--- config.mk ---
export PLATFORM = sky130hd
export DESIGN_NAME = shiftreg_uart_rx
export DESIGN_NICKNAME = d
export VERILOG_FILES = /design/src/rtl/uart_sr_pkg.sv /design/src/rtl/rx_bit_sync.sv /design/src/rtl/rx_rate_learn.sv /design/src/rtl/rx_enable_gate.sv /design/src/rtl/rx_shift_frame.sv /design/src/rtl/shiftreg_uart_rx.sv
export SDC_FILE = /design/constraint.sdc
export NUM_CORES = 1
export LEC_CHECK = 0
export BUFFER_PORTS_ARGS = -buffer_cell sky130_fd_sc_hd__buf_2
export CORE_MARGIN = 3
export CORE_UTILIZATION = 57
export CTS_CLUSTER_DIAMETER = 100
export DETAILED_ROUTE_END_ITERATION = 6
export GPL_TIMING_DRIVEN = 0
export HOLD_SLACK_MARGIN = 0.12
export PLACE_DENSITY = 0.74
export SETUP_SLACK_MARGIN = 0.05
export SLEW_MARGIN = 20
export SYNTH_ARGS = -nofsm -noshare
export SYNTH_HDL_FRONTEND = slang
export SYNTH_HIERARCHICAL = 1
export SYNTH_SLANG_ARGS = --single-unit
--- constraint.sdc ---
create_clock -name clk -period 6.35 [get_ports clk]
set_clock_uncertainty 0.05 [all_clocks]
set_input_delay 0.3175 -clock clk [delete_from_list [all_inputs] [get_ports clk]]
set_output_delay 0.3175 -clock clk [all_outputs]
set_load 0.02 [all_outputs]
--- src/rtl/uart_sr_pkg.sv ---
// Package: shared types for the self-terminating serial receiver.
// Assumes: nothing beyond being compiled before the modules that import it.
package uart_sr_pkg;

    // States of the run-flag controller
    typedef enum logic [1:0] {
        GATE_IDLE = 2'd0,   // waiting for a falling edge on the line
        GATE_ARM  = 2'd1,   // half-bit wait before the start bit is sampled
        GATE_RUN  = 2'd2    // run flag set; strobes reach the shift register
    } gate_state_t;

endpackage

--- src/rtl/rx_bit_sync.sv ---
// Module: rx_bit_sync
// Brings an asynchronous level into the clk domain through a chain of flops.
// Assumes: STAGES >= 2; reset loads the idle level so that no false edge
// appears when reset is released.
module rx_bit_sync #(
    parameter int   STAGES   = 2,
    parameter logic IDLE_LVL = 1'b1
) (
    input  logic clk,
    input  logic rst_n,
    input  logic d_async,
    output logic q_sync
);

    logic [STAGES-1:0] pipe_q;

    // Shift the raw level through the synchroniser chain
    always_ff @(posedge clk) begin
        if (!rst_n) begin
            pipe_q <= {STAGES{IDLE_LVL}};
        end else begin
            pipe_q <= {pipe_q[STAGES-2:0], d_async};
        end
    end

    assign q_sync = pipe_q[STAGES-1];

endmodule

--- src/rtl/rx_rate_learn.sv ---
// Module: rx_rate_learn
// Counts the system clocks between consecutive bit_tick pulses and keeps the
// result as the bit period. period_vld rises after the second tick.
// Assumes: ticks are one clock wide and the period fits in CNT_W bits; the
// gap counter saturates instead of wrapping.
module rx_rate_learn #(
    parameter int CNT_W = 16
) (
    input  logic             clk,
    input  logic             rst_n,
    input  logic             bit_tick,
    output logic [CNT_W-1:0] period,
    output logic             period_vld
);

    logic [CNT_W-1:0] gap_cnt;
    logic             seen_tick;

    // Measure the gap between ticks and store it on each tick
    always_ff @(posedge clk) begin
        if (!rst_n) begin
            gap_cnt    <= '0;
            seen_tick  <= 1'b0;
            period     <= '0;
            period_vld <= 1'b0;
        end else if (bit_tick) begin
            gap_cnt   <= '0;
            seen_tick <= 1'b1;
            if (seen_tick) begin
                period     <= gap_cnt + 1'b1;
                period_vld <= 1'b1;
            end
        end else if (gap_cnt != '1) begin
            gap_cnt <= gap_cnt + 1'b1;
        end
    end


    rate_ready_chk: assert property (@(posedge clk) disable iff (!rst_n)
        (bit_tick && seen_tick) |=> period_vld);


    rate_wait_chk: assert property (@(posedge clk) disable iff (!rst_n)
        !seen_tick |=> !period_vld);

endmodule

--- src/rtl/rx_enable_gate.sv ---
// Module: rx_enable_gate
// Controls the run flag. A falling edge on the synchronised line arms the
// gate. Half a bit period later the start level is checked again. If it is
// still low, the flag sets and the first strobe samples the start bit. While
// the flag is set, a strobe fires once per bit period. The flag clears when
// the shift register reports that the start bit has reached its last stage.
// The manual inputs override this: clear wins over set.
// Assumes: period >= 4 clocks and period_vld is 1 before any frame arrives.
module rx_enable_gate
    import uart_sr_pkg::*;
#(
    parameter int CNT_W = 16
) (
    input  logic             clk,
    input  logic             rst_n,
    input  logic             rx_s,
    input  logic [CNT_W-1:0] period,
    input  logic             period_vld,
    input  logic             man_set,
    input  logic             man_clr,
    input  logic             term_hit,
    output logic             shift_en,
    output logic             shift_strobe,
    output logic             frame_done,
    output logic             sr_preset
);

    gate_state_t      state_q;
    logic [CNT_W-1:0] ph_q;
    logic [CNT_W:0]   ph_next;
    logic [CNT_W-1:0] half_per;
    logic             rx_prev_q;
    logic             line_fall;
    logic             arm_due;
    logic             run_due;

    // Derive the edge, the half-bit point and the bit-period point
    always_comb begin
        ph_next      = {1'b0, ph_q} + 1'b1;
        half_per     = period >> 1;
        line_fall    = rx_prev_q & ~rx_s;
        arm_due      = (state_q == GATE_ARM) && (ph_next >= {1'b0, half_per});
        run_due      = (state_q == GATE_RUN) && (ph_next >= {1'b0, period});
        frame_done   = (state_q == GATE_RUN) && term_hit && !man_set && !man_clr;
        shift_strobe = (arm_due && !rx_s && !man_clr && !man_set)
                     || (run_due && !man_clr && !frame_done);
        sr_preset    = frame_done || man_clr;
        shift_en     = (state_q == GATE_RUN);
    end

    // Remember the previous line level for edge detection
    always_ff @(posedge clk) begin
        if (!rst_n) begin
            rx_prev_q <= 1'b1;
        end else begin
            rx_prev_q <= rx_s;
        end
    end

    // Advance the run-flag state machine and its phase counter
    always_ff @(posedge clk) begin
        if (!rst_n) begin
            state_q <= GATE_IDLE;
            ph_q    <= '0;
        end else if (man_clr) begin
            state_q <= GATE_IDLE;
            ph_q    <= '0;
        end else if (man_set && state_q != GATE_RUN) begin
            state_q <= GATE_RUN;
            ph_q    <= '0;
        end else begin
            case (state_q)
                GATE_IDLE: begin
                    if (line_fall && period_vld) begin
                        state_q <= GATE_ARM;
                        ph_q    <= '0;
                    end
                end
                GATE_ARM: begin
                    if (arm_due) begin
                        state_q <= rx_s ? GATE_IDLE : GATE_RUN;
                        ph_q    <= '0;
                    end else begin
                        ph_q <= ph_next[CNT_W-1:0];
                    end
                end
                GATE_RUN: begin
                    if (frame_done) begin
                        state_q <= GATE_IDLE;
                        ph_q    <= '0;
                    end else if (run_due) begin
                        ph_q <= '0;
                    end else begin
                        ph_q <= ph_next[CNT_W-1:0];
                    end
                end
                default: begin
                    state_q <= GATE_IDLE;
                    ph_q    <= '0;
                end
            endcase
        end
    end


    arm_from_edge_chk: assert property (@(posedge clk) disable iff (!rst_n)
        (state_q == GATE_ARM && $past(state_q) == GATE_IDLE)
            |-> ($past(rx_prev_q) && !$past(rx_s)));


    glitch_abort_chk: assert property (@(posedge clk) disable iff (!rst_n)
        (arm_due && rx_s && !man_set && !man_clr) |=> !shift_en);


    man_clr_wins_chk: assert property (@(posedge clk) disable iff (!rst_n)
        man_clr |=> !shift_en);


    man_set_chk: assert property (@(posedge clk) disable iff (!rst_n)
        (man_set && !man_clr) |=> shift_en);


    done_clears_chk: assert property (@(posedge clk) disable iff (!rst_n)
        frame_done |=> (!shift_en && !shift_strobe));

endmodule

--- src/rtl/rx_shift_frame.sv ---
// Module: rx_shift_frame
// A shift register of DATA_W+2 stages. The start bit, the data bits and the
// parity bit enter at the top stage and move toward stage 0. The start bit's
// zero at stage 0 marks a complete frame. Preset loads all ones, so that a
// new frame is counted from a clean state.
// Assumes: preset and strobe are never both requested for a useful shift;
// preset wins.
module rx_shift_frame #(
    parameter int DATA_W     = 8,
    parameter bit ODD_PARITY = 1'b0
) (
    input  logic              clk,
    input  logic              rst_n,
    input  logic              shift_strobe,
    input  logic              sr_preset,
    input  logic              bit_in,
    output logic              term_hit,
    output logic [DATA_W-1:0] frame_data,
    output logic              parity_bad
);

    localparam int STAGES = DATA_W + 2;

    logic [STAGES-1:0] sr_q;
    logic              par_sum;

    // Load ones on preset, otherwise shift one sample in per strobe
    always_ff @(posedge clk) begin
        if (!rst_n) begin
            sr_q <= '1;
        end else if (sr_preset) begin
            sr_q <= '1;
        end else if (shift_strobe) begin
            sr_q <= {bit_in, sr_q[STAGES-1:1]};
        end
    end

    // Fold data and parity bits into one sum bit
    always_comb begin
        par_sum = ^sr_q[STAGES-1:1];
    end

    // Pick the parity sense at elaboration time
    generate
        if (ODD_PARITY) begin : g_odd
            assign parity_bad = ~par_sum;
        end else begin : g_even
            assign parity_bad = par_sum;
        end
    endgenerate

    assign term_hit   = ~sr_q[0];
    assign frame_data = sr_q[DATA_W:1];


    shift_entry_chk: assert property (@(posedge clk) disable iff (!rst_n)
        (shift_strobe && !sr_preset) |=> (sr_q[STAGES-1] == $past(bit_in)));


    preset_ones_chk: assert property (@(posedge clk) disable iff (!rst_n)
        sr_preset |=> (sr_q == '1));

endmodule

--- src/rtl/shiftreg_uart_rx.sv ---
// Module: shiftreg_uart_rx (top)
// A serial frame receiver that ends each frame by itself. It chains a
// synchroniser, a bit-rate meter, the run-flag gate and the frame shift
// register, and registers the byte, the valid pulse and the parity result.
// Assumes: frames are start + DATA_W data bits (LSB first) + parity + stop,
// and bit_tick pulses once per bit period.
module shiftreg_uart_rx #(
    parameter int DATA_W      = 8,
    parameter bit ODD_PARITY  = 1'b0,
    parameter int CNT_W       = 16,
    parameter int SYNC_STAGES = 2
) (
    input  logic              clk,
    input  logic              rst_n,
    input  logic              bit_tick,
    input  logic              rx_in,
    input  logic              man_set,
    input  logic              man_clr,
    output logic [DATA_W-1:0] rx_data,
    output logic              rx_valid,
    output logic              parity_err,
    output logic              shift_en
);

    logic              rx_s;
    logic [CNT_W-1:0]  period;
    logic              period_vld;
    logic              term_hit;
    logic              shift_strobe;
    logic              frame_done;
    logic              sr_preset;
    logic [DATA_W-1:0] frame_data;
    logic              parity_bad;

    rx_bit_sync #(
        .STAGES   (SYNC_STAGES),
        .IDLE_LVL (1'b1)
    ) u_sync (
        .clk     (clk),
        .rst_n   (rst_n),
        .d_async (rx_in),
        .q_sync  (rx_s)
    );

    rx_rate_learn #(
        .CNT_W (CNT_W)
    ) u_rate (
        .clk        (clk),
        .rst_n      (rst_n),
        .bit_tick   (bit_tick),
        .period     (period),
        .period_vld (period_vld)
    );

    rx_enable_gate #(
        .CNT_W (CNT_W)
    ) u_gate (
        .clk          (clk),
        .rst_n        (rst_n),
        .rx_s         (rx_s),
        .period       (period),
        .period_vld   (period_vld),
        .man_set      (man_set),
        .man_clr      (man_clr),
        .term_hit     (term_hit),
        .shift_en     (shift_en),
        .shift_strobe (shift_strobe),
        .frame_done   (frame_done),
        .sr_preset    (sr_preset)
    );

    rx_shift_frame #(
        .DATA_W     (DATA_W),
        .ODD_PARITY (ODD_PARITY)
    ) u_shreg (
        .clk          (clk),
        .rst_n        (rst_n),
        .shift_strobe (shift_strobe),
        .sr_preset    (sr_preset),
        .bit_in       (rx_s),
        .term_hit     (term_hit),
        .frame_data   (frame_data),
        .parity_bad   (parity_bad)
    );

    // Capture the byte and the parity result when a frame completes
    always_ff @(posedge clk) begin
        if (!rst_n) begin
            rx_data    <= '0;
            rx_valid   <= 1'b0;
            parity_err <= 1'b0;
        end else begin
            rx_valid <= frame_done;
            if (frame_done) begin
                rx_data    <= frame_data;
                parity_err <= parity_bad;
            end
        end
    end


    valid_pulse_chk: assert property (@(posedge clk) disable iff (!rst_n)
        rx_valid |=> !rx_valid);


    auto_stop_chk: assert property (@(posedge clk) disable iff (!rst_n)
        ($fell(shift_en) && !$past(man_clr)) |-> rx_valid);


    result_hold_chk: assert property (@(posedge clk) disable iff (!rst_n)
        !rx_valid |-> ($stable(rx_data) && $stable(parity_err)));

endmodule

==> metrics.md, run 1 <==
| Metric | Value |
|---|---|
| Status | `finished, final reports clean` |
| Crit share post-route | `0.736` |
| Most frequent cells in the layout | `dfxtp_1 (75), nand2_1 (49), ha_1 (36)` |
| Synth Instances | `481` |
| Largest family of logic cells by synthesized area | `simple AND/OR/NAND/NOR gates` |
| Fin. max-slew vios | `0` |
| Initial antenna violation count | `0` |
| Number of library cell types mapped by synthesis | `52` |
| Syn avg cell area | `8.96 µm²` |
| Total GRT Usage | `0.207` |
| Final antenna diode count | `0` |
| Post-DP Area | `4520 µm²` |
| Fmax | `214 MHz` |
| Placement Rows | `31` |
| Largest net degree at the start of global routing | `26` |
| Hold WC Path Type | `in -> reg` |
| Hold depth | `2` |
| PortBufs | `16` |
| Vias/cell | `5.44` |
| Detail-routed net length per standard cell | `13.8 µm` |
| Residual DRC | `0` |
| DR iter-0 viols | `155` |
| Clock Tree Buf Depth | `2` |
| WL met3 | `300 µm` |
| Drt first pass iters | `5` |
| CP Data Required Time | `6.52 ns` |
| CP Max Fanout | `10` |
| Share of cells above drive strength 1 | `0.148` |
| Register-to-register setup slack | `1.67 ns` |
| Post-synthesis mux area share | `0.0511` |
| Worst vdd ir | `185 µV` |
| Type of origin of the critical path | `register` |
| Antenna Nets Post-Route | `0` |
| Finished Cell Area | `4730 µm²` |
| Nets | `551` |
| Final setup vio count | `0` |
| Detail Placement HPWL | `6520 µm` |
| Synth Area in XOR/XNOR | `0.0882` |
| Maxcap violations | `0` |
| Min Clock Period, post-route | `4.68 ns` |
| Worst-skew pair later-pin latency | `0.36 ns` |
| Clock slew at reported path FFs | `0.08 ns` |
| RSZ-0062 raised after global routing | `no` |
| Top-Level Pins | `17` |
| Core area | `7290 µm²` |
| Post-CTS Resized | `0` |
| Hold worst-path end | `u_rate/seen_tick$_SDFFE_PN0P_` |
| DIE WIDTH | `93.0 µm` |
| Fillers | `619` |
| Clk sinks | `75` |
| DIE HEIGHT | `93.0 µm` |
| Post-Synth Adder-Cell Area | `0.104` |
| Reg-to-Reg Start | `u_gate/ph_q[0]$_SDFFE_PP0P_` |
| Metal1 wirelength | `4090 µm` |
| Via count | `3,335` |
| Worst-Margin Slew | `0.935 ns` |
| P_leak | `1.84 nW` |
| Flops & latches, synth | `75` |
| Detailed route wirelength on metal2 | `3940 µm` |
| Critical Path Sink Type | `register` |
| Synth Area in Compound Gates | `0.141` |
| Post-synthesis cell area | `4310 µm²` |
| Seq/Total Area, Yosys | `0.348` |
| H-tree depth | `3` |
| Worst Path Arrival | `4.85 ns` |
| First-pass GRT wire length | `14,300 µm` |
| Grt ovf | `0` |
| Reg-to-Reg End | `u_shreg/sr_q[8]$_SDFFE_PP1P_` |
| CTS tree | `done` |
| Yosys Warn Count | `6` |
| Full die area | `8640 µm²` |
| Relative slew slack | `0.371` |
| Most common cell after layout, fill and taps aside | `dfxtp_1` |
| Setup TNS | `0 ns` |
| Cts bufs inserted | `9` |
| PD cells | `198 nW/µm²` |
| DRT Wirelength | `8490 µm` |
| Reg2reg path depth | `16` |
| Starting density of the core | `0.591` |
| HP Start | `bit_tick` |
| Vias in the first global route | `3,134` |
| Critical path class | `reg -> reg` |
| Hold Vio Cnt, Final | `0` |
| Clk root buf | `clkbuf_8` |
| Highest Signal Layer | `met4` |
| Area grow syn2layout | `9.81%` |
| Final GP Congestion | `0.868` |
| Total nets after synthesis | `523` |
| Synth Area in Simple Gates | `0.194` |
-- logic make-up after synthesis --
family,after synthesis
compound gates,85
xor+xnor,41
fa+ha+maj,36
buf+inv,60
flops,75
mux,22
simple gates,162
-- worst max path at each step --
stage	start	cells past startpoint	to	slack [ns]
finish	u_gate/ph_q[0]$_SDFFE_PP0P_	16	u_shreg/sr_q[8]$_SDFFE_PP1P_	1.67
global route	u_gate/ph_q[0]$_SDFFE_PP0P_	16	u_shreg/sr_q[6]$_SDFFE_PP1P_	1.34
CTS	u_gate/ph_q[0]$_SDFFE_PP0P_	16	u_shreg/sr_q[8]$_SDFFE_PP1P_	1.69
detailed placement	u_gate/ph_q[0]$_SDFFE_PP0P_	16	u_shreg/sr_q[4]$_SDFFE_PP1P_	1.70
global placement	u_gate/ph_q[0]$_SDFFE_PP0P_	16	u_shreg/sr_q[4]$_SDFFE_PP1P_	1.80
floorplan	u_gate/ph_q[0]$_SDFFE_PP0P_	16	u_shreg/sr_q[1]$_SDFFE_PP1P_	2.68
-- area by class of cell --
cell class / count / area [µm²] / area share
clock inverters: 7 / 85.1 / 0.0180
multi-input cells: 346 / 2490 / 0.527
flip-flops and latches: 75 / 1500 / 0.317
plain buffers: 25 / 184 / 0.0388
repair buffers: 17 / 90.1 / 0.0190
inverters: 35 / 131 / 0.0277
clock buffers: 9 / 124 / 0.0262
well taps: 99 / 124 / 0.0262
-- cells in the mapped netlist, drive strengths merged --
cell type / instances / area, µm²
or4: 2 / 22.5
xor2: 9 / 78.8
nand2: 49 / 184
nand2b: 8 / 50.1
nor3: 21 / 128
a211oi: 2 / 15.0
o211ai: 2 / 15.0
o21bai: 2 / 15.0
nor2b: 10 / 62.6
o21a: 4 / 30.0
a21boi: 1 / 7.51
xnor3: 1 / 22.5
a2111oi: 1 / 8.76
nand3: 15 / 75.1
clkbuf: 10 / 48.8
ha: 36 / 450
a21oi: 32 / 213
o41a: 1 / 11.3
nor4: 6 / 37.5
or3b: 1 / 8.76
and2: 4 / 27.5
nor2: 28 / 105
a32oi: 1 / 8.76
inv: 35 / 131
nand4: 14 / 109
o211a: 3 / 30.0
o31ai: 3 / 50.1
o21ai: 29 / 175
xnor2: 31 / 279
buf: 15 / 135
a31oi: 1 / 6.26
mux2i: 22 / 220
a221oi: 1 / 8.76
and3: 4 / 25.0
a21o: 2 / 15.0
dfxtp: 75 / 1500
-- per-layer routing --
| metal | global-route usage | up-vias |
|---|---|---|
| met5 | 0 | - |
| met4 | 0.0708 | 0 |
| met3 | 0.0507 | 16 |
| met2 | 0.339 | 51 |
| met1 | 0.267 | 1545 |
| li1 | - | 1723 |
-- through the flow --
step / utilization / cells / hold slack, ns / power (mW) / setup slack (ns)
3_5_place_dp: 0.619 / 596 / 0.346 / 0.568 / 1.70
6_report: 0.649 / 613 / 0.153 / 0.939 / 1.67
4_1_cts: 0.649 / 613 / 0.137 / 0.953 / 1.69
2_1_floorplan: - / 481 / 0.336 / 0.547 / 2.68
5_1_grt: 0.649 / 613 / 0.169 / 0.984 / 1.34
3_3_place_gp: 0.619 / 596 / 0.343 / 0.565 / 1.80
-- repair_timing --
action                                  in CTS  in global routing
hold endpoints to repair                     1                  0
endpoints found under the setup margin       0                  0
hold buffers                                 1                  0
setup buffers                                0                  0
-- power by group --
group	switching (mW)	leakage [nW]	internal (mW)
Sequential	0.00571	0.608	0.478
Combinational	0.0468	1.13	0.0271
Clock	0.192	0.0999	0.189
-- registers in the layout, indices dropped and copies added (netlist names) --
| signal | count |
|---|---|
| parity_err | 1 |
| rx_data | 8 |
| rx_valid | 1 |
| u_gate/ph_q | 16 |
| u_gate/rx_prev_q | 1 |
| u_gate/state_q | 2 |
| u_rate/gap_cnt | 16 |
| u_rate/period | 16 |
| u_rate/period_vld | 1 |
| u_rate/seen_tick | 1 |
| u_shreg/sr_q | 10 |
| u_sync/pipe_q | 2 |
-- critical path: stages (launching register included) --
cell and delay [ns]:
dfxtp_1 0.45, ha_1 0.27, nand4_1 0.15, nor4_1 0.79
and3_1 0.28, xnor2_1 0.17, inv_1 0.12, ha_1 0.30
nand3_1 0.10, nor3_1 0.33, a32oi_1 0.18, nand3_1 0.18
nor2_1 0.06, o31ai_1 0.44, buf_2 0.38, mux2i_1 0.23
nand2_1 0.07
Power figures use the tool's default switching activity.
==> inputs of run 2 (changes only) <==
--- a/config.mk
+++ b/config.mk
@@ -7,12 +7,12 @@
 export LEC_CHECK = 0
 export BUFFER_PORTS_ARGS = -buffer_cell sky130_fd_sc_hd__buf_2
 export CORE_MARGIN = 3
-export CORE_UTILIZATION = 57
+export CORE_UTILIZATION = 56
 export CTS_CLUSTER_DIAMETER = 100
 export DETAILED_ROUTE_END_ITERATION = 6
 export GPL_TIMING_DRIVEN = 0
 export HOLD_SLACK_MARGIN = 0.12
-export PLACE_DENSITY = 0.74
+export PLACE_DENSITY = 0.76
 export SETUP_SLACK_MARGIN = 0.05
 export SLEW_MARGIN = 20
 export SYNTH_ARGS = -nofsm -noshare
==> constraint.sdc (replaced) <==
create_clock -name clk -period 4.2 [get_ports clk]
set_clock_uncertainty 0.05 [all_clocks]
set_input_delay 0.21 -clock clk [delete_from_list [all_inputs] [get_ports clk]]
set_output_delay 0.21 -clock clk [all_outputs]
set_load 0.02 [all_outputs]
==> run 2 against run 1 <==
Clock power increased by 48%. Sequential power increased by 51%. Design area increased by 1.7%. Clock-buffer cell count increased by 2. Sequential cell count unchanged. Setup slack got worse by 1.3 ns. Hold slack improved by 0.024 ns. Cell count increased by 0.65%. Power increased by 51%.
==> metrics.md, run 2 (synthesis results as in run 1) <==
| Metric | Value |
|---|---|
| Status | `finished, final reports clean (unchanged)` |
| Placement Rows | `31 (unchanged)` |
| Largest net degree at the start of global routing | `26 (unchanged)` |
| Cell Count, Final, Fillers Out | `617 (was 613)` |
| Vias in the first global route | `3,277 (was 3,134)` |
| Detail Placement HPWL | `6800 µm (was 6520 µm)` |
| Core area | `7370 µm² (was 7290 µm²)` |
| Antenna Nets Post-Route | `0 (unchanged)` |
| Min Clock Period, post-route | `3.88 ns (was 4.68 ns)` |
| Fin. max-slew vios | `0 (unchanged)` |
| Grt ovf | `0 (unchanged)` |
| Clk root buf | `clkbuf_8 (unchanged)` |
| Maxcap violations | `0 (unchanged)` |
| Crit share post-route | `0.923 (was 0.736)` |
| Top-Level Pins | `17 (unchanged)` |
| Most frequent cells in the layout | `dfxtp_1 (74), nand2_1 (49), inv_1 (35), ha_1 (35), xnor2_1 (30) (was dfxtp_1 (75), nand2_1 (49), ha_1 (36))` |
| Register Area | `1500 µm² (about the same)` |
| PD cells | `294 nW/µm² (was 198 nW/µm²)` |
| First-pass GRT wire length | `15,400 µm (was 14,300 µm)` |
| P_leak | `1.88 nW (was 1.84 nW)` |
| CTS tree | `done (unchanged)` |
| DRT Wirelength | `9120 µm (was 8490 µm)` |
| Vias/cell | `5.46 (was 5.44)` |
| Fillers | `612 (was 619)` |
| WHS | `0.177 ns (was 0.153 ns)` |
| Reg2reg path depth | `16 (unchanged)` |
| Total GRT Usage | `0.218 (was 0.207)` |
| Cts bufs inserted | `9 (unchanged)` |
| CP Max Fanout | `10 (unchanged)` |
| Worst-skew pair later-pin latency | `0.34 ns (was 0.36 ns)` |
| Hold Vio Cnt, Final | `0 (unchanged)` |
| Via count | `3,370 (was 3,335)` |
| Clock slew at reported path FFs | `0.08 ns (about the same)` |
| Fin worst setup slack | `0.325 ns (was 1.67 ns)` |
| Share of cells above drive strength 1 | `0.162 (was 0.148)` |
| Critical Path Sink Type | `register (unchanged)` |
| Initial antenna violation count | `0 (unchanged)` |
| Post-Place Worst Slack | `-0.238 ns (was 1.70 ns)` |
| Finished Cell Area | `4820 µm² (was 4730 µm²)` |
| Clock Tree Buf Depth | `2 (unchanged)` |
| Type of origin of the critical path | `register (unchanged)` |
| Area grow syn2layout | `11.7% (was 9.81%)` |
| Starting density of the core | `0.585 (was 0.591)` |
| Worst vdd ir | `271 µV (was 185 µV)` |
| DIE HEIGHT | `93.7 µm (was 93.0 µm)` |
| DR iter-0 viols | `128 (was 155)` |
| Placed Cells | `596 (unchanged)` |
| PortBufs | `16 (unchanged)` |
| Nets | `555 (was 551)` |
| Final setup vio count | `0 (unchanged)` |
| Top Registers | `u_gate/ph_q: 16 flops, u_rate/gap_cnt: 16 flops, u_rate/period: 16 flops (unchanged)` |
| Residual DRC | `0 (unchanged)` |
| Core Util, Final | `0.654 (was 0.649)` |
| Most common cell after layout, fill and taps aside | `dfxtp_1 (unchanged)` |
| Final antenna diode count | `0 (unchanged)` |
| Worst Path Arrival | `4.04 ns (was 4.85 ns)` |
| Detail-routed net length per standard cell | `14.8 µm (was 13.8 µm)` |
| RSZ-0062 raised after global routing | `no (unchanged)` |
| Fmax | `258 MHz (was 214 MHz)` |
| Relative slew slack | `0.520 (was 0.371)` |
| Final GP Congestion | `0.884 (was 0.868)` |
| Post-DP Area | `4520 µm² (unchanged)` |
| DIE WIDTH | `93.7 µm (was 93.0 µm)` |
| H-tree depth | `3 (unchanged)` |
| Full die area | `8790 µm² (was 8640 µm²)` |
| Hold WC Path Type | `in -> reg (unchanged)` |
| CP Data Required Time | `4.37 ns (was 6.52 ns)` |
| Drt first pass iters | `5 (unchanged)` |
| Critical path class | `reg -> reg (unchanged)` |
| Clk sinks | `75 (unchanged)` |
| Hold depth | `2 (unchanged)` |
| Worst-Margin Slew | `0.713 ns (was 0.935 ns)` |
| Footprint of the multi-input gates | `2540 µm² (was 2490 µm²)` |
[run 2: routing by layer]
layer | up-vias | track usage | wire (µm)
met5 | - | 0 | 0
met4 | 0 | 0.0626 | 107
met3 | 9 | 0.0497 | 283
met2 | 60 | 0.358 | 4400
met1 | 1577 | 0.287 | 4330
li1 | 1724 | - | -
[run 2: final cells by class]
type	count	area share
multi-input combinational	346	0.528
sequential	75	0.312
buffer	25	0.0387
clock buffer	11	0.0294
inverter	35	0.0273
timing repair buffer	21	0.0265
tap	99	0.0257
clock inverter	5	0.0127
[run 2: worst paths after layout]
| kind | slack (ns) | startpoint | to |
|---|---|---|---|
| worst min-delay path | 0.18 | rst_n | u_gate/rx_prev_q$_SDFF_PN1_ |
| worst max-delay path | 0.32 | u_gate/ph_q[4]$_SDFFE_PP0P_ | u_shreg/sr_q[9]$_SDFFE_PP1P_ |
| worst min register to register | 0.37 | u_sync/pipe_q[0]$_SDFF_PN1_ | u_sync/pipe_q[1]$_SDFF_PN1_ |
| worst max register to register | 0.32 | u_gate/ph_q[4]$_SDFFE_PP0P_ | u_shreg/sr_q[9]$_SDFFE_PP1P_ |
[run 2: timing repair]
| action | 4_1_cts | 5_1_grt |
|---|---|---|
| endpoints found under the hold margin | 3 | 0 |
| setup endpoints to repair | 9 | 17 |
| hold buffers | 4 | 0 |
| setup buffers | 0 | 1 |
| gates resized for setup | 3 | 9 |
| pin swaps | 0 | 1 |
[run 2: worst max-delay path, stage by stage (launching register included)]
cell and delay (ns):
dfxtp_1 0.44, and3_1 0.20, or3b_1 0.37, buf_6 0.15, or4_4 0.50, and2_2 0.23, inv_1 0.06, ha_1 0.13
nand3_1 0.11, nor3_2 0.26, a32oi_1 0.14, nand3_1 0.16, nor2_1 0.07, o31ai_2 0.32, buf_4 0.27, mux2i_1 0.21
nand2_1 0.07
[run 2: where the power goes]
group          internal [mW]  switching (mW)  total (mW)
clock network          0.294           0.271       0.565
registers              0.723         0.00895       0.732
logic                 0.0443          0.0724       0.117
[run 2: per-stage QoR]
stage	total power [mW]	setup TNS, ns
6_report	1.41	0
5_1_grt	1.47	0
4_1_cts	1.43	0
3_5_place_dp	0.857	-1.88
3_3_place_gp	0.854	-2.39
2_1_floorplan	0.827	0
==> inputs of run 3 (changes only) <==
--- a/config.mk
+++ b/config.mk
@@ -13,6 +13,7 @@
 export GPL_TIMING_DRIVEN = 0
 export HOLD_SLACK_MARGIN = 0.12
 export PLACE_DENSITY = 0.76
+export RECOVER_POWER = 100
 export SETUP_SLACK_MARGIN = 0.05
 export SLEW_MARGIN = 20
 export SYNTH_ARGS = -nofsm -noshare
==> run 3 against run 2 <==
Global-route usage unchanged. Highest routed layer unchanged. Largest cell class unchanged. Largest power group unchanged. Hold slack improved by 0.19 ns. Non-clock buffer count did not move. Core utilization fell by 1.3 points. Critical path type unchanged. Wire length up 0.66%. Sequential share of layout area up 0.64 points. Clock-buffer cell count stayed put. Die area stayed put.
==> metrics.md, run 3 (synthesis results as in run 1) <==
| Metric | Value |
|---|---|
| Status | `finished, final reports clean (unchanged)` |
| Top-Level Pins | `17 (unchanged)` |
| Crit share post-route | `0.926 (was 0.923)` |
| Antenna Nets Post-Route | `0 (unchanged)` |
| Full die area | `8790 µm² (unchanged)` |
| Share of cells above drive strength 1 | `0.104 (was 0.162)` |
| Maxcap violations | `0 (unchanged)` |
| CP peak stage delay | `0.55 ns (was 0.50 ns)` |
| DIE WIDTH | `93.7 µm (unchanged)` |
| Type of origin of the critical path | `register (unchanged)` |
| Detail Placement HPWL | `6800 µm (unchanged)` |
| DRT Wirelength | `9180 µm (was 9120 µm)` |
| Hold depth | `5 (was 2)` |
| Total GRT Usage | `0.218 (unchanged)` |
| Reg2reg path depth | `14 (was 16)` |
| Worst vdd ir | `266 µV (was 271 µV)` |
| Register Area | `1500 µm² (unchanged)` |
| Grt ovf | `0 (unchanged)` |
| WL met3 | `313 µm (was 283 µm)` |
| Fillers | `637 (was 612)` |
| CP delay by family, top | `compound AO/OA/AOI/OAI gates (was simple AND/OR/NAND/NOR gates)` |
| Critical path class | `reg -> reg (unchanged)` |
| DIE HEIGHT | `93.7 µm (unchanged)` |
| Stages on the worst setup path | `14 (was 16)` |
| H-tree depth | `3 (unchanged)` |
| CP Max Fanout | `7 (was 10)` |
| Detailed route wirelength on metal2 | `4410 µm (was 4400 µm)` |
| Placed Cells | `596 (unchanged)` |
| Most frequent cells in the layout | `dfxtp_1 (74), nand2_1 (49), ha_1 (36) (was dfxtp_1 (74), nand2_1 (49), inv_1 (35), ha_1 (35), xnor2_1 (30))` |
| Worst-Margin Slew | `0.850 ns (was 0.713 ns)` |
| Detail-routed net length per standard cell | `14.9 µm (was 14.8 µm)` |
| Critical-path cell list | `ha_1, nand4_1, nor4_4, buf_4, xnor2_1, ha_1, a21oi_1, o21ai_0, o21bai_1, nand4_4, o31ai_4, mux2i_1, a21oi_1, dlygate4sd3_1 (was and3_1, or3b_1, buf_6, or4_4, and2_2, inv_1, ha_1, nand3_1, nor3_2, a32oi_1, nand3_1, nor2_1, o31ai_2, buf_4, mux2i_1, nand2_1)` |
| Min Clock Period, post-route | `3.89 ns (was 3.88 ns)` |
| Final GP Congestion | `0.884 (unchanged)` |
| Worst Path Arrival | `4.08 ns (was 4.04 ns)` |
| Vias/cell | `5.52 (was 5.46)` |
| Relative slew slack | `0.434 (was 0.520)` |
| Metal1 wirelength | `4320 µm (was 4330 µm)` |
| PortBufs | `16 (unchanged)` |
| PD cells | `300 nW/µm² (was 294 nW/µm²)` |
| CTS tree | `done (unchanged)` |
| Core area | `7370 µm² (unchanged)` |
| Cts bufs inserted | `9 (unchanged)` |
| First-pass GRT wire length | `15,400 µm (unchanged)` |
| Critical Path Sink Type | `register (unchanged)` |
| Largest net degree at the start of global routing | `26 (unchanged)` |
| Hold Vio Cnt, Final | `0 (unchanged)` |
| Worst-skew pair later-pin latency | `0.35 ns (was 0.34 ns)` |
| Nets | `555 (unchanged)` |
| RSZ-0062 raised after global routing | `no (unchanged)` |
| Area grow syn2layout | `9.49% (was 11.7%)` |
| Clock Tree Buf Depth | `2 (unchanged)` |
| Worst Path Buf+Inv | `2 (was 3)` |
| Cell Count, Final, Fillers Out | `617 (unchanged)` |
| Top Registers | `u_gate/ph_q: 16 flops, u_rate/gap_cnt: 16 flops, u_rate/period: 16 flops (unchanged)` |
| Fin. max-slew vios | `0 (unchanged)` |
| Total chip power | `1.42 mW (was 1.41 mW)` |
| Most common cell after layout, fill and taps aside | `dfxtp_1 (unchanged)` |
| Initial antenna violation count | `0 (unchanged)` |
| CP Data Required Time | `4.39 ns (was 4.37 ns)` |
| Register-to-register setup slack | `0.31 ns (was 0.32 ns)` |
| Vias in the first global route | `3,277 (unchanged)` |
| Fmax | `257 MHz (was 258 MHz)` |
| Via count | `3,403 (was 3,370)` |
| Hold WC Path Type | `in -> reg (unchanged)` |
| Highest Signal Layer | `met4 (unchanged)` |
| Final setup vio count | `0 (unchanged)` |
| Residual DRC | `0 (unchanged)` |
| Starting density of the core | `0.585 (unchanged)` |
| DR iter-0 viols | `148 (was 128)` |
| Crit-path slowest cell | `dlygate4sd3_1 (was or4_4)` |
| Placement Rows | `31 (unchanged)` |
| Clk sinks | `75 (unchanged)` |
| Clk root buf | `clkbuf_8 (unchanged)` |
| Drt first pass iters | `5 (unchanged)` |
| P_leak | `1.79 nW (was 1.88 nW)` |
| Footprint of the multi-input gates | `2490 µm² (was 2540 µm²)` |
| Final antenna diode count | `0 (unchanged)` |
| Clock slew at reported path FFs | `0.08 ns (about the same)` |
==> run 3: path summary, 6_finish.rpt <==
kind,from,endpoint
hold reg to reg,u_sync/pipe_q[0]$_SDFF_PN1_,u_sync/pipe_q[1]$_SDFF_PN1_
setup / recovery,u_gate/ph_q[0]$_SDFFE_PP0P_,u_gate/state_q[1]$_SDFFE_PP0P_
setup reg to reg,u_gate/ph_q[0]$_SDFFE_PP0P_,u_gate/state_q[1]$_SDFFE_PP0P_
hold / removal,man_clr,u_shreg/sr_q[5]$_SDFFE_PP1P_
==> run 3: timing repair <==
item / 4_1_cts / 5_1_grt
buffers inserted: 0 / 1
setup endpoints to repair: 9 / 17
endpoints found under the hold margin: 3 / 0
gates resized for setup: 3 / 9
hold buffers: 4 / 0
pin swaps: 0 / 1
==> run 3: worst register-to-register path, cell delays in order (launching register included) <==
cell and delay [ns]:
dfxtp_2 0.40, ha_1 0.28, nand4_1 0.21, nor4_4 0.36, buf_4 0.19, xnor2_1 0.17
ha_1 0.32, a21oi_1 0.15, o21ai_0 0.11, o21bai_1 0.27, nand4_4 0.18, o31ai_4 0.26
mux2i_1 0.21, a21oi_1 0.08, dlygate4sd3_1 0.55
==> run 3: per-stage QoR <==
stage	utilization	TNS (ns)	cell area, µm²	setup WS, ns	hold slack [ns]
floorplan	-	0	4310	0.531	0.233
global placement	0.613	-2.39	4520	-0.287	0.341
detailed placement	0.613	-1.88	4520	-0.238	0.349
CTS	0.648	0	4780	0.0588	0.164
global route	0.641	0	4720	0.0553	0.381
finish	0.641	0	4720	0.310	0.364
==> run 3: area by class of cell <==
class	instances	share of cell area
Buffer	25	0.0326
Clock buffer	11	0.0299
Clock inverter	5	0.0130
Inverter	35	0.0278
Multi-Input combinational cell	346	0.528
Sequential cell	75	0.318
Tap cell	99	0.0262
Timing Repair Buffer	21	0.0236
==> run 3: layer usage <==
| metal | up-vias | track usage |
|---|---|---|
| li1 | 1720 | - |
| met1 | 1592 | 0.287 |
| met2 | 76 | 0.358 |
| met3 | 15 | 0.0497 |
| met4 | 0 | 0.0626 |
| met5 | - | 0 |
==> run 3: where the power goes <==
group	leakage [nW]	switching, mW	total [mW]	internal [mW]
Sequential	0.609	0.00890	0.732	0.723
Clock	0.104	0.276	0.570	0.294
Combinational	1.08	0.0720	0.116	0.0440
Total	1.79	0.356	1.42	1.06
